==> src/rtl/dma_rdy_pkg.sv <==
package dma_rdy_pkg;
  typedef enum logic {
    XFER_SINGLE = 1'b0,
    XFER_BLOCK  = 1'b1
  } xfer_mode_e;

  // per-direction decode handed to the hysteresis flop
  typedef struct packed {
    logic set;  // block style assert point
    logic clr;  // block style release point, wins over set
    logic lvl;  // single-character style ready level
  } rdy_cond_t;
endpackage

==> src/rtl/dma_rdy_cond.sv <==
module dma_rdy_cond
  import dma_rdy_pkg::*;
#(
  parameter int DEPTH = 64,
  parameter int CNT_W = $clog2(DEPTH + 1),
  parameter bit IS_TX = 1'b1
) (
  input  logic [CNT_W-1:0] cnt_i,
  input  logic [CNT_W-1:0] trig_i,
  output rdy_cond_t        cond_o
);
  localparam logic [CNT_W:0] DEPTH_W = (CNT_W + 1)'(DEPTH);

  logic empty;
  logic full;
  assign empty = (cnt_i == '0);
  assign full  = ({1'b0, cnt_i} >= DEPTH_W);

  generate
    if (IS_TX) begin : g_tx
      logic [CNT_W:0] free;
      assign free       = full ? '0 : (DEPTH_W - {1'b0, cnt_i});
      assign cond_o.set = (free >= {1'b0, trig_i});
      assign cond_o.clr = full;
      assign cond_o.lvl = empty;
    end else begin : g_rx
      assign cond_o.set = !empty && (cnt_i >= trig_i);
      assign cond_o.clr = empty;
      assign cond_o.lvl = !empty;
    end
  endgenerate
endmodule

==> src/rtl/dma_rdy_flop.sv <==
module dma_rdy_flop
  import dma_rdy_pkg::*;
(
  input  logic       clk_i,
  input  logic       rst_ni,
  input  xfer_mode_e mode_i,
  input  rdy_cond_t  cond_i,
  output logic       rdy_no
);
  logic active_q;
  logic active_d;

  always_comb begin
    active_d = active_q;
    if (mode_i == XFER_SINGLE) active_d = cond_i.lvl;
    else if (cond_i.clr)       active_d = 1'b0;
    else if (cond_i.set)       active_d = 1'b1;
  end

  always_ff @(posedge clk_i or negedge rst_ni) begin
    if (!rst_ni) active_q <= 1'b0;
    else         active_q <= active_d;
  end

  assign rdy_no = ~active_q;

  AST_BLK_RELEASE: assert property (@(posedge clk_i) disable iff (!rst_ni)
    (mode_i == XFER_BLOCK && cond_i.clr) |=> rdy_no);
  AST_BLK_ASSERT: assert property (@(posedge clk_i) disable iff (!rst_ni)
    (mode_i == XFER_BLOCK && cond_i.set && !cond_i.clr) |=> !rdy_no);
  AST_BLK_HOLD: assert property (@(posedge clk_i) disable iff (!rst_ni)
    (mode_i == XFER_BLOCK && !cond_i.set && !cond_i.clr) |=> $stable(rdy_no));
  AST_SINGLE_LVL: assert property (@(posedge clk_i) disable iff (!rst_ni)
    (mode_i == XFER_SINGLE) |=> (rdy_no == !$past(cond_i.lvl)));
endmodule

==> src/rtl/dma_rdy_gen.sv <==
module dma_rdy_gen
  import dma_rdy_pkg::*;
#(
  parameter int DEPTH = 64,
  parameter int CNT_W = $clog2(DEPTH + 1)
) (
  input  logic             clk_i,
  input  logic             rst_ni,
  input  logic             fifo_en_i,
  input  logic             blk_mode_i,
  input  logic [CNT_W-1:0] tx_cnt_i,
  input  logic [CNT_W-1:0] rx_cnt_i,
  input  logic [CNT_W-1:0] tx_trig_i,
  input  logic [CNT_W-1:0] rx_trig_i,
  output logic             tx_rdy_no,
  output logic             rx_rdy_no
);
  xfer_mode_e mode;
  rdy_cond_t  tx_cond;
  rdy_cond_t  rx_cond;

  // FIFOs off forces single-character style
  assign mode = (fifo_en_i && blk_mode_i) ? XFER_BLOCK : XFER_SINGLE;

  dma_rdy_cond #(.DEPTH(DEPTH), .CNT_W(CNT_W), .IS_TX(1'b1)) u_tx_cond (
    .cnt_i(tx_cnt_i), .trig_i(tx_trig_i), .cond_o(tx_cond)
  );
  dma_rdy_cond #(.DEPTH(DEPTH), .CNT_W(CNT_W), .IS_TX(1'b0)) u_rx_cond (
    .cnt_i(rx_cnt_i), .trig_i(rx_trig_i), .cond_o(rx_cond)
  );

  dma_rdy_flop u_tx_flop (
    .clk_i(clk_i), .rst_ni(rst_ni), .mode_i(mode), .cond_i(tx_cond), .rdy_no(tx_rdy_no)
  );
  dma_rdy_flop u_rx_flop (
    .clk_i(clk_i), .rst_ni(rst_ni), .mode_i(mode), .cond_i(rx_cond), .rdy_no(rx_rdy_no)
  );

  AST_RESET_IDLE: assert property (@(posedge clk_i)
    !rst_ni |-> (tx_rdy_no && rx_rdy_no));
  AST_RX_EMPTY_IDLE: assert property (@(posedge clk_i) disable iff (!rst_ni)
    (rx_cnt_i == '0) |=> rx_rdy_no);
  AST_TX_FULL_BLK: assert property (@(posedge clk_i) disable iff (!rst_ni)
    (fifo_en_i && blk_mode_i && tx_cnt_i == CNT_W'(DEPTH)) |=> tx_rdy_no);
  AST_FIFO_OFF_SINGLE: assert property (@(posedge clk_i) disable iff (!rst_ni)
    !fifo_en_i |=> (tx_rdy_no == ($past(tx_cnt_i) != '0)));
endmodule

==> config.mk <==
export PLATFORM = sky130hd
export DESIGN_NAME = dma_rdy_gen
export DESIGN_NICKNAME = d
export VERILOG_FILES = /design/src/rtl/dma_rdy_pkg.sv /design/src/rtl/dma_rdy_cond.sv /design/src/rtl/dma_rdy_flop.sv /design/src/rtl/dma_rdy_gen.sv
export SDC_FILE = /design/constraint.sdc
export NUM_CORES = 1
export LEC_CHECK = 0
export BUFFER_PORTS_ARGS = -buffer_cell sky130_fd_sc_hd__buf_4
export CAP_MARGIN = 30
export CORE_MARGIN = 3
export CORE_UTILIZATION = 30
export CTS_CLUSTER_DIAMETER = 50
export DETAILED_ROUTE_END_ITERATION = 10
export GPL_ROUTABILITY_DRIVEN = 0
export PLACE_DENSITY_LB_ADDON = 0.05
export SLEW_MARGIN = 0
export SYNTH_ARGS = -nofsm -noshare
export SYNTH_HDL_FRONTEND = slang
export SYNTH_SLANG_ARGS = --single-unit
==> constraint.sdc <==
create_clock -name clk_i -period 1.85 [get_ports clk_i]
set_input_delay 0.185 -clock clk_i [delete_from_list [all_inputs] [get_ports clk_i]]
set_output_delay 0.185 -clock clk_i [all_outputs]
set_load 0.01 [all_outputs]
# Yosys cells after proc, flatten, opt, wreduce, memory -nomap -nowiden
# Index checks and enable logic that the tools add are counted.
dict set report word_totals {
  ff_bits 2
  in_bits 32
}
dict set report classes {
  n_addsub 1
  n_lt_le_gt_ge 3
  eq_ne 2
  muxes 8
  bitwise_logic 2
  n_reduce_logical 5
}
# operator n
set ops {}
lappend ops {{zero test 7 bit} 2}
lappend ops {{>= comparator 8 x 7 -> 1 bit} 1}
lappend ops {{2-to-1 mux 8 bit} 1}
lappend ops {{subtractor 7 x 7 -> 8 bit, first input constant} 1}
lappend ops {{>= comparator 7 bit} 1}
lappend ops {{>= comparator 7 bit, second input constant} 1}
lappend ops {{2-to-1 mux 1 bit} 7}
lappend ops {{inequality test 3 bit, second input constant} 2}
lappend ops {{logical AND 1 bit} 2}
lappend ops {{NOT 1 bit} 2}
lappend ops {{zero test 1 bit} 1}

# Logic depth before layout (Yosys ltp)
# Gate-level depths: netlist of run 1.
dict set report depth {
  depth_word 6
  depth_mapped 10
  depth_no_buf 10
}

# Cells and area by module
# A second synthesis of run 1 with hierarchy kept.
dict set report unflattened {
  cells_unflattened 82
  hier_area_um2 638.1
}
# module instances cells_each area_per_inst_um2 seq_area_each_um2
set by_module_without_submodules {}
lappend by_module_without_submodules {{dma_rdy_cond at u_tx_cond} 1 42 309.0 0.0}
lappend by_module_without_submodules {{dma_rdy_cond at u_rx_cond} 1 27 212.7 0.0}
lappend by_module_without_submodules {dma_rdy_flop 2 6 55.1 25.0}
lappend by_module_without_submodules {dma_rdy_gen 1 1 6.3 0.0}

# Worst setup path after synthesis of run 1
# Ideal clock, no wire load.
dict set report synth_timing {
  path_type {in2reg}
  start {in tx_cnt_i[2]}
  end {reg u_tx_flop.active_q}
  setup_time_ns 0.122
  arrival_ns 1.717
  t_required_ns 1.728
  setup_slack_ns 0.011
  cell_stages 9
  path_buffers 0
  path_cell_list {or3_1 -> nor3_1 -> xor2_1 -> nor2_1 -> ha_1 -> a21oi_1 -> o211ai_1 -> a31oi_1 -> nor3_1}
}
dict set report synth_via {
  elab_chain_cells 4
  word_cells_on_any_way 8
}
# item line
set synth_rtl {}
lappend synth_rtl {{from (decl)} dma_rdy_gen.sv:11} ;# input logic [CNT_W-1:0] tx_cnt_i,
lappend synth_rtl {{subtractor 7 x 7 -> 8 bit / >= comparator 7 bit (equally long branches)} {dma_rdy_cond.sv:22, dma_rdy_cond.sv:17}}
lappend synth_rtl {{2-to-1 mux 8 bit} dma_rdy_cond.sv:22} ;# assign free = full ? '0 : (DEPTH_W - {1'b0, cnt_i});
lappend synth_rtl {{>= comparator 8 x 7 -> 1 bit} dma_rdy_cond.sv:23} ;# assign cond_o.set = (free >= {1'b0, trig_i});
lappend synth_rtl {{inequality test 3 bit (no line)} --}
lappend synth_rtl {{to (signal assigned)} dma_rdy_flop.sv:22} ;# else active_q <= active_d;
lappend synth_rtl {{to (decl)} dma_rdy_flop.sv:10} ;# logic active_q;
# Several ways; a longest one is shown, not always the timed one.
# A chain may end at the register's enable or synchronous reset.

# Final worst setup path of run 1
# Ends and elaborated chain as after synthesis.

==> flow_metrics.py, run 1 <==
metrics = {
    "status": {
        "outcome": "finished clean",
    },
    "flow_run": {
        "max_cap_viol_count": 0,
    },
    "sta": {
        "relSlewSlack_pct": 83.8,
        "fin_crit_ns": 1.74,
        "fin_setup_tns_ns": 0,
        "achievable-frequency_ghz": 0.575,
        "grt_setup_unrepaired": "false",
        "clock_skew_ns": 0,
        "timing.final.hold_violations": 0,
        "slew_viol_final": 0,
        "setup_violations": 0,
        "timing.final.crit_share_pct": 94.1,
        "setup_slack_ns": 0.110,
        "worst-slew-pin-transition_ns": 0.241,
    },
    "clock_network": {
        "source_to_sink_clock_delay_at_the_later_pin_of_the_worst_skew_pair_ns": 0.23,
        "cts_tree": "yes",
        "cts_buffer_count": 3,
        "postCtsSetupRepairBufs": 0,
        "htree_levels": 1,
        "clock_pin_slew_reported_for_the_worst_setup_and_hold_paths_after_clock_tree_synthesis_ns": 0.03,
        "cts-root-buf": "clkbuf_4",
        "clkSinkCount": 2,
        "cts.path.max_buffers": 2,
    },
    "synth": {
        "area_of_the_mapped_netlist_um2": 556,
        "synthesis.instances": 74,
        "seq_area_frac_synth_pct": 9.01,
        "syn_area_per_cell_um2": 7.51,
        "ys_warn_count": 0,
        "synth.lib_cells_used.distinct": 24,
        "synth-seq-cells": 2,
        "synth.net_count": 121,
    },
    "min_path": {
        "worstHoldPathType": "in2reg",
    },
    "setup_path": {
        "critical_path_required_ns": 1.97,
        "worstPathMaxFanout": 2,
        "worstSetupPathType": "in2reg",
        "worst_setup_path_end_kind": "register",
        "start_kind": "primary input",
        "cp.arrival_ns": 1.86,
    },
    "cells_and_area": {
        "sequential_cell_area_um2": 50.0,
        "syn2layout_area_growth_pct": 66.9,
        "antenna-diode-count": 0,
        "number_of_nets_in_the_finished_design": 165,
        "drive_gt1_share_pct": 39.7,
        "finalInstanceArea_um2": 927,
        "nFillCells": 172,
        "multi_input_comb_area_um2": 462,
    },
    "global_routing": {
        "top_usage_layer": "met2",
        "global_route_track_usage_on_met3_pct": 2.75,
        "grt_util_met2_pct": 19.9,
        "grt_pass1_vias": 626,
        "grt_max_degree": 9,
        "global_route.usage.total_pct": 12.3,
        "met1_usage_pct": 14.8,
        "grt_pass1_wl_mm": 2.35,
        "gr-total-overflow": 0,
        "grt_antenna_before_repair": 0,
    },
    "routing": {
        "drt_pre_antenna_iters": 2,
        "route.detailed.vias_per_inst": 4.54,
        "vias": 636,
        "drt-initial-drc-count": 3,
        "route.antenna.remaining_nets": 0,
        "drt_drc_violations_left": 0,
        "post_drt_wl_per_cell_um": 9.60,
        "route.final.wire_length_mm": 1.34,
    },
    "floorplan": {
        "starting_density_of_the_core_pct": 34.1,
        "die_area_um2": 2400,
        "core_region_area_um2": 1630,
        "die_x_um": 49.0,
        "floorplan.rows": 14,
        "io_pins": 34,
        "fp.dieH_um": 49.0,
    },
    "placed_design": {
        "placement.cell_area_um2": 871,
        "port_buffers": 33,
        "dpl.hpwl_mm": 1.13,
        "detailedPlace.worstSlack_ns": -0.241,
    },
    "pwr": {
        "post_layout_total_power_uw": 303,
        "cellPowerDensity_nw_per_um2": 327,
        "vdd_drop_max_uv": 151,
        "power_leakage_nw": 0.519,
    },
}
## cell families after synthesis
kind of cell | count (synthesis) | synth area share [%]
AO/OA/AOI/OAI | 12 | 13.5
XOR/XNOR | 4 | 6.31
adder cells (fa/ha/maj) | 15 | 33.8
buffers and inverters | 17 | 11.5
flip-flops | 2 | 9.01
AND/OR/NAND/NOR | 24 | 25.9
## worst max-delay path: stages
cell	delay, ns
buf_4	0.11
or3_4	0.38
nor3_4	0.17
xor2_1	0.15
nor2_1	0.07
ha_1	0.32
a21oi_2	0.16
o211ai_1	0.10
a31oi_1	0.14
nor3_1	0.06
## through the flow
stage	util [%]	hold slack, ns	std cells
2_1_floorplan	-	-0.111	74
3_3_place_gp	53.5	-0.0308	136
3_5_place_dp	53.5	-0.0320	136
4_1_cts	55.5	0.178	140
5_1_grt	56.9	0.195	140
6_report	56.9	0.184	140
## placed cells by master (no fill, tap or decap)
cell type and instances:
nor3_4 1, nor2b_1 1, or3b_1 1, ha_1 15, buf_6 1, nor2_1 6
o211ai_1 2, or4_4 1, nand3_1 3, buf_4 37, dfrtp_1 2, clkbuf_4 3
nor3b_1 1, or3_4 1, xnor2_1 2, a211oi_1 1, inv_1 17, o21ai_0 1
nand2_1 3, a41oi_1 1, nand2b_1 2, nor4_1 1, nor3_1 2, a21o_1 1
xor2_1 2, nor4_4 1, a21oi_1 4, dlygate4sd3_1 1, a21oi_2 1, a31oi_1 1
## power by group
part | total, mW | internal, mW | switching (mW) | leakage, nW
registers | 0.0456 | 0.0452 | 0.000479 | 0.0223
logic | 0.155 | 0.0903 | 0.0646 | 0.483
clock network | 0.102 | 0.0719 | 0.0304 | 0.0138
## area by class of cell
cell class / instances / share of cell area (%)
Timing Repair Buffer: 39 / 32.3
Tap cell: 24 / 3.24
Clock buffer: 3 / 2.43
Inverter: 17 / 6.88
Multi-Input combinational cell: 55 / 49.8
Sequential cell: 2 / 5.40
## synth_stat cells
library cell / n / area share (%)
nand2_1: 3 / 2.0
nor4_1: 1 / 1.1
a31oi_1: 1 / 1.1
or4_4: 1 / 2.0
a41oi_1: 1 / 1.6
dfrtp_1: 2 / 9.0
o211ai_1: 2 / 2.7
xnor2_1: 2 / 3.2
o21ai_0: 1 / 0.90
xor2_1: 2 / 3.2
ha_1: 15 / 34
nor2_1: 6 / 4.1
nand2b_1: 2 / 2.3
nor3b_1: 1 / 1.4
or3_1: 1 / 1.1
a21oi_1: 5 / 4.5
nor3_1: 3 / 2.7
or3b_1: 1 / 1.6
a211oi_1: 1 / 1.4
a21o_1: 1 / 1.4
nor2b_1: 1 / 1.1
inv_1: 17 / 11
nor4_4: 1 / 3.8
nand3_1: 3 / 2.7
## per-layer routing
layer / vias up / wire length (um)
met5: - / 0
met4: 0 / 29
met3: 3 / 93
met2: 24 / 582
met1: 269 / 639
li1: 340 / -
## repair_timing
action	4_1_cts	5_1_grt
gates resized for setup	0	5
endpoints found under the hold margin	2	0
hold buffers	1	0
endpoints found under the setup margin	0	1
## registers in the layout, indices dropped and copies added, names as in the netlist
name,flops
u_rx_flop.active_q,1
u_tx_flop.active_q,1
## worst paths after layout
kind / start / endpoint / slack (ns) / cells past startpoint
worst max-delay path: tx_cnt_i[2] / u_tx_flop.active_q$_DFFE_PN0P_ / 0.11 / 10
worst min-delay path: tx_cnt_i[6] / u_tx_flop.active_q$_DFFE_PN0P_ / 0.18 / 2
worst max register to register: u_rx_flop.active_q$_DFFE_PN0P_ / u_rx_flop.active_q$_DFFE_PN0P_ / 0.84 / 3
worst min register to register: u_tx_flop.active_q$_DFFE_PN0P_ / u_tx_flop.active_q$_DFFE_PN0P_ / 0.66 / 4
max in group asynchronous: rst_ni / u_rx_flop.active_q$_DFFE_PN0P_ / 1.48 / 2
min in group asynchronous: rst_ni / u_tx_flop.active_q$_DFFE_PN0P_ / 0.27 / 2
Power figures use the tool's default switching activity.
==> run 2, diff against run 1 <==
--- a/config.mk
+++ b/config.mk
@@ -7,12 +7,11 @@
 export LEC_CHECK = 0
 export BUFFER_PORTS_ARGS = -buffer_cell sky130_fd_sc_hd__buf_4
 export CAP_MARGIN = 30
-export CORE_MARGIN = 3
 export CORE_UTILIZATION = 30
 export CTS_CLUSTER_DIAMETER = 50
 export DETAILED_ROUTE_END_ITERATION = 10
 export GPL_ROUTABILITY_DRIVEN = 0
-export PLACE_DENSITY_LB_ADDON = 0.05
+export RECOVER_POWER = 50
 export SLEW_MARGIN = 0
 export SYNTH_ARGS = -nofsm -noshare
 export SYNTH_HDL_FRONTEND = slang
==> flow_metrics.py, run 2 (synthesis gave the netlist of run 1 again) <==
metrics = {
    "clock_network": {
        "clock_pin_slew_reported_for_the_worst_setup_and_hold_paths_after_clock_tree_synthesis_ns": 0.03,
        "cts.path.max_buffers": 2,
        "cts-root-buf": "clkbuf_4",
        "htree_levels": 1,
        "cts_tree": "yes",
        "clkSinkCount": 2,
        "source_to_sink_clock_delay_at_the_later_pin_of_the_worst_skew_pair_ns": 0.22,
        "cts_buffer_count": 3,
    },
    "placed_design": {
        "port_buffers": 33,
        "detailedPlace.worstSlack_ns": -0.169,
        "dpl.hpwl_mm": 1.17,
        "dp.cells": 136,
    },
    "global_routing": {
        "grt_antenna_before_repair": 0,
        "grt_max_degree": 9,
        "grt_pass1_vias": 586,
        "global_route.usage.total_pct": 15.4,
        "gr-total-overflow": 0,
        "grt_pass1_wl_mm": 2.26,
    },
    "cells_and_area": {
        "nFillCells": 191,
        "multi_input_comb_area_um2": 450,
        "layoutNonFillerInstCount": 140,
        "mostFrequentLayoutCell": "buf_4",
        "leading_registers_by_flop_count": "u_rx_flop.active_q: 1 flops, u_tx_flop.active_q: 1 flops",
        "syn2layout_area_growth_pct": 62.4,
        "antenna-diode-count": 0,
        "sequential_cell_area_um2": 50.0,
        "number_of_nets_in_the_finished_design": 164,
        "commonest_cells_after_routing_fill_and_taps_aside": "buf_4 (36), inv_1 (17), ha_1 (15), nor2_1 (6), a21oi_1 (4)",
        "drive_gt1_share_pct": 37.4,
    },
    "sta": {
        "grt_setup_unrepaired": "false",
        "setup_slack_ns": 0.148,
        "relSlewSlack_pct": 78.6,
        "achievable-frequency_ghz": 0.588,
        "timing.final.hold_violations": 0,
        "slew_viol_final": 0,
        "fin_crit_ns": 1.70,
        "clock_skew_ns": 0,
        "final.hold.worst_slack_ns": 0.182,
        "timing.final.crit_share_pct": 92.0,
        "fin_setup_tns_ns": 0,
        "worst-slew-pin-transition_ns": 0.318,
        "setup_violations": 0,
    },
    "floorplan": {
        "starting_density_of_the_core_pct": 32.2,
        "die_area_um2": 2030,
        "die_x_um": 45.0,
        "io_pins": 34,
        "fp.dieH_um": 45.0,
        "floorplan.rows": 15,
        "core_region_area_um2": 1730,
    },
    "setup_path": {
        "cpMaxStageDelayCell": "or3b_1",
        "start_kind": "primary input",
        "critical-path-top-delay-family": "simple AND/OR/NAND/NOR gates",
        "worstSetupPathType": "in2reg",
        "critical_path_required_ns": 1.96,
        "worstPathCellList": "buf_4 -> inv_1 -> ha_1 -> or3b_1 -> buf_4 -> nor4_1 -> ha_1 -> a31oi_1 -> nor3_1",
        "worstPathMaxFanout": 3,
        "worst_setup_path_end_kind": "register",
        "cp.arrival_ns": 1.81,
        "critPathBufInv": 3,
        "critPathMaxStageDelay_ns": 0.38,
    },
    "routing": {
        "drt_pre_antenna_iters": 4,
        "route.antenna.remaining_nets": 0,
        "route.final.wire_length_mm": 1.28,
        "route.detailed.vias_per_inst": 4.61,
        "drt-initial-drc-count": 5,
        "vias": 645,
        "post_drt_wl_per_cell_um": 9.14,
        "drt_drc_violations_left": 0,
    },
    "pwr": {
        "post_layout_total_power_uw": 291,
        "vdd_drop_max_uv": 218,
        "cellPowerDensity_nw_per_um2": 322,
        "power_leakage_nw": 0.505,
    },
    "flow_run": {
        "max_cap_viol_count": 0,
    },
    "status": {
        "outcome": "finished clean",
    },
    "min_path": {
        "worstHoldPathType": "in2reg",
    },
}
run 2: cell count changes in the layout (fill, tap and decap cells not counted), sizes merged:
cell    change
buf         -2
clkbuf      +1
run 2: where the power goes:
| part | internal [mW] | switching, mW | leakage, nW |
|---|---|---|---|
| Combinational | 0.0864 | 0.0619 | 0.469 |
| Clock | 0.0715 | 0.0249 | 0.0138 |
| Sequential | 0.0452 | 0.000590 | 0.0223 |
| Total | 0.203 | 0.0874 | 0.505 |
run 2: worst paths after layout:
kind / start / to / slack (ns) / cells past startpoint
max in group asynchronous: rst_ni / u_tx_flop.active_q$_DFFE_PN0P_ / 1.43 / 2
min in group asynchronous: rst_ni / u_rx_flop.active_q$_DFFE_PN0P_ / 0.29 / 2
max reg2reg: u_rx_flop.active_q$_DFFE_PN0P_ / u_rx_flop.active_q$_DFFE_PN0P_ / 0.85 / 3
max: tx_cnt_i[0] / u_tx_flop.active_q$_DFFE_PN0P_ / 0.15 / 9
min: tx_cnt_i[6] / u_tx_flop.active_q$_DFFE_PN0P_ / 0.18 / 2
min reg2reg: u_tx_flop.active_q$_DFFE_PN0P_ / u_tx_flop.active_q$_DFFE_PN0P_ / 0.70 / 4
run 2: routing by layer:
layer	track usage (%)	share of wire, %
met4	3.64	0
met1	18.2	43
met5	0	0
met2	26.1	48
met3	6.00	8.8
run 2: what timing repair did:
action,in CTS,in global routing
hold endpoints to repair,2,0
setup endpoints to repair,0,1
gates resized for setup,0,2
buffers inserted,0,0
hold buffers,1,0
run 2: cell type report:
| type | count | share of cell area (%) |
|---|---|---|
| inverter | 17 | 7.07 |
| timing repair buffer | 38 | 31.5 |
| clock buffer | 3 | 2.50 |
| multi-input combinational | 55 | 49.9 |
| tap | 25 | 3.47 |
| sequential | 2 | 5.55 |
run 2: metrics by stage:
step	cell area, um^2	util, %
floorplan	556	-
global route	902	52.2
detailed placement	865	50.1
global placement	865	50.1
CTS	897	52.0
finish	902	52.2
run 2: worst reg2reg max path, delay by kind of cell, from the launching register on:
kind	cells	cell delay (ns)
compound gates	3	0.52
flops	1	0.37
==> run 3, diff against run 2 <==
--- a/config.mk
+++ b/config.mk
@@ -11,6 +11,7 @@
 export CTS_CLUSTER_DIAMETER = 50
 export DETAILED_ROUTE_END_ITERATION = 10
 export GPL_ROUTABILITY_DRIVEN = 0
+export PLACE_DENSITY = 0.63
 export RECOVER_POWER = 50
 export SLEW_MARGIN = 0
 export SYNTH_ARGS = -nofsm -noshare
==> flow_metrics.py, run 3 (synthesis gave the netlist of run 1 again) <==
metrics = {
    "status": {
        "outcome": "finished clean",
    },
    "routing": {
        "drt-initial-drc-count": 8,
        "post_drt_wl_per_cell_um": 9.16,
        "route.layer.met1.wl_um": 556,
        "drt_pre_antenna_iters": 6,
        "route.final.wire_length_mm": 1.28,
        "route.detailed.vias_per_inst": 4.46,
        "vias": 624,
        "maxUsedRoutingLayer": "met3",
        "drt_drc_violations_left": 0,
        "route.antenna.remaining_nets": 0,
        "route.met2.wl_um": 598,
        "detailroute.wirelength.met3_um": 127,
    },
    "flow_run": {
        "max_cap_viol_count": 0,
    },
    "pwr": {
        "post_layout_total_power_uw": 292,
        "power_leakage_nw": 0.502,
        "vdd_drop_max_uv": 150,
        "cellPowerDensity_nw_per_um2": 325,
    },
    "clock_network": {
        "clock_pin_slew_reported_for_the_worst_setup_and_hold_paths_after_clock_tree_synthesis_ns": 0.03,
        "cts-root-buf": "clkbuf_4",
        "cts_tree": "yes",
        "cts.path.max_buffers": 2,
        "cts_buffer_count": 3,
        "clkSinkCount": 2,
        "htree_levels": 1,
        "source_to_sink_clock_delay_at_the_later_pin_of_the_worst_skew_pair_ns": 0.22,
    },
    "global_routing": {
        "grt_pass1_vias": 565,
        "global_route.usage.total_pct": 14.9,
        "grt_antenna_before_repair": 0,
        "grt_pass1_wl_mm": 2.19,
        "gr-total-overflow": 0,
        "grt_max_degree": 9,
    },
    "setup_path": {
        "worstPathMaxFanout": 2,
        "worst_setup_path_end_kind": "register",
        "cp.arrival_ns": 1.85,
        "critical_path_required_ns": 1.96,
        "start_kind": "primary input",
        "worstSetupPathType": "in2reg",
    },
    "sta": {
        "worst-slew-pin-transition_ns": 0.287,
        "setup_slack_ns": 0.111,
        "timing.final.crit_share_pct": 94.0,
        "achievable-frequency_ghz": 0.575,
        "fin_crit_ns": 1.74,
        "fin_setup_tns_ns": 0,
        "setup_violations": 0,
        "relSlewSlack_pct": 80.7,
        "timing.final.hold_violations": 0,
        "slew_viol_final": 0,
        "clock_skew_ns": 0,
    },
    "floorplan": {
        "fp.dieH_um": 45.0,
        "io_pins": 34,
        "core_region_area_um2": 1730,
        "die_x_um": 45.0,
        "starting_density_of_the_core_pct": 32.2,
        "die_area_um2": 2030,
        "floorplan.rows": 15,
    },
    "cells_and_area": {
        "antenna-diode-count": 0,
        "leading_registers_by_flop_count": "u_rx_flop.active_q: 1 flops, u_tx_flop.active_q: 1 flops",
        "drive_gt1_share_pct": 36.5,
        "syn2layout_area_growth_pct": 61.7,
        "commonest_cells_after_routing_fill_and_taps_aside": "buf_4 (35), inv_1 (17), ha_1 (15), nor2_1 (6), a21oi_1 (4)",
        "number_of_nets_in_the_finished_design": 164,
        "mostFrequentLayoutCell": "buf_4",
    },
    "min_path": {
        "worstHoldPathType": "in2reg",
    },
    "placed_design": {
        "detailedPlace.worstSlack_ns": -0.168,
        "port_buffers": 33,
        "dpl.hpwl_mm": 1.11,
    },
}
run 3: power breakdown:
part,internal [mW],switching (mW)
registers,0.0452,0.000525
logic,0.0860,0.0628
clock network,0.0716,0.0255
total,0.203,0.0889
run 3: routing by layer:
layer  track usage [%]  up-vias
li1                  -      336
met1              17.7      262
met2              23.5       26
met3              5.60        0
met4              7.27        0
met5                 0        -
run 3: final timing paths:
check / from / end / slack, ns / cells after the start
worst max-delay path: tx_cnt_i[2] / u_tx_flop.active_q$_DFFE_PN0P_ / 0.11 / 10
max in group asynchronous: rst_ni / u_rx_flop.active_q$_DFFE_PN0P_ / 1.44 / 2
worst max register to register: u_rx_flop.active_q$_DFFE_PN0P_ / u_rx_flop.active_q$_DFFE_PN0P_ / 0.84 / 3
worst min register to register: u_tx_flop.active_q$_DFFE_PN0P_ / u_tx_flop.active_q$_DFFE_PN0P_ / 0.70 / 4
worst min-delay path: tx_cnt_i[6] / u_tx_flop.active_q$_DFFE_PN0P_ / 0.19 / 2
min in group asynchronous: rst_ni / u_tx_flop.active_q$_DFFE_PN0P_ / 0.28 / 2
run 3: timing repair:
| item | in CTS | in global routing |
|---|---|---|
| resized for setup | 0 | 2 |
| hold buffers | 1 | 0 |
| endpoints found under the setup margin | 0 | 1 |
| buffers inserted | 0 | 0 |
| endpoints found under the hold margin | 2 | 0 |
run 3: per-stage QoR:
step	utilization [%]	cell area, um^2	hold WS (ns)	std cells
final	52.0	898	0.189	140
after global placement	50.1	865	-0.0314	136
after global routing	52.0	898	0.185	140
after floorplan	-	556	-0.111	74
after CTS	52.0	897	0.177	140
after detailed placement	50.1	865	-0.0317	136
run 3: layout make-up:
type,instances,area (um^2)
sequential,2,50.0
fill,182,828
clock buffer,3,22.5
tap,25,31.3
timing repair buffer,38,280
inverter,17,63.8
multi-input combinational,55,450
run 3: worst max-delay path, cell delays in order:
cell	delay [ns]
buf_4	0.11
or3_1	0.40
nor3_2	0.13
xor2_1	0.15
nor2_1	0.05
ha_1	0.30
a21oi_2	0.17
o211ai_1	0.10
a31oi_1	0.17
nor3_1	0.07
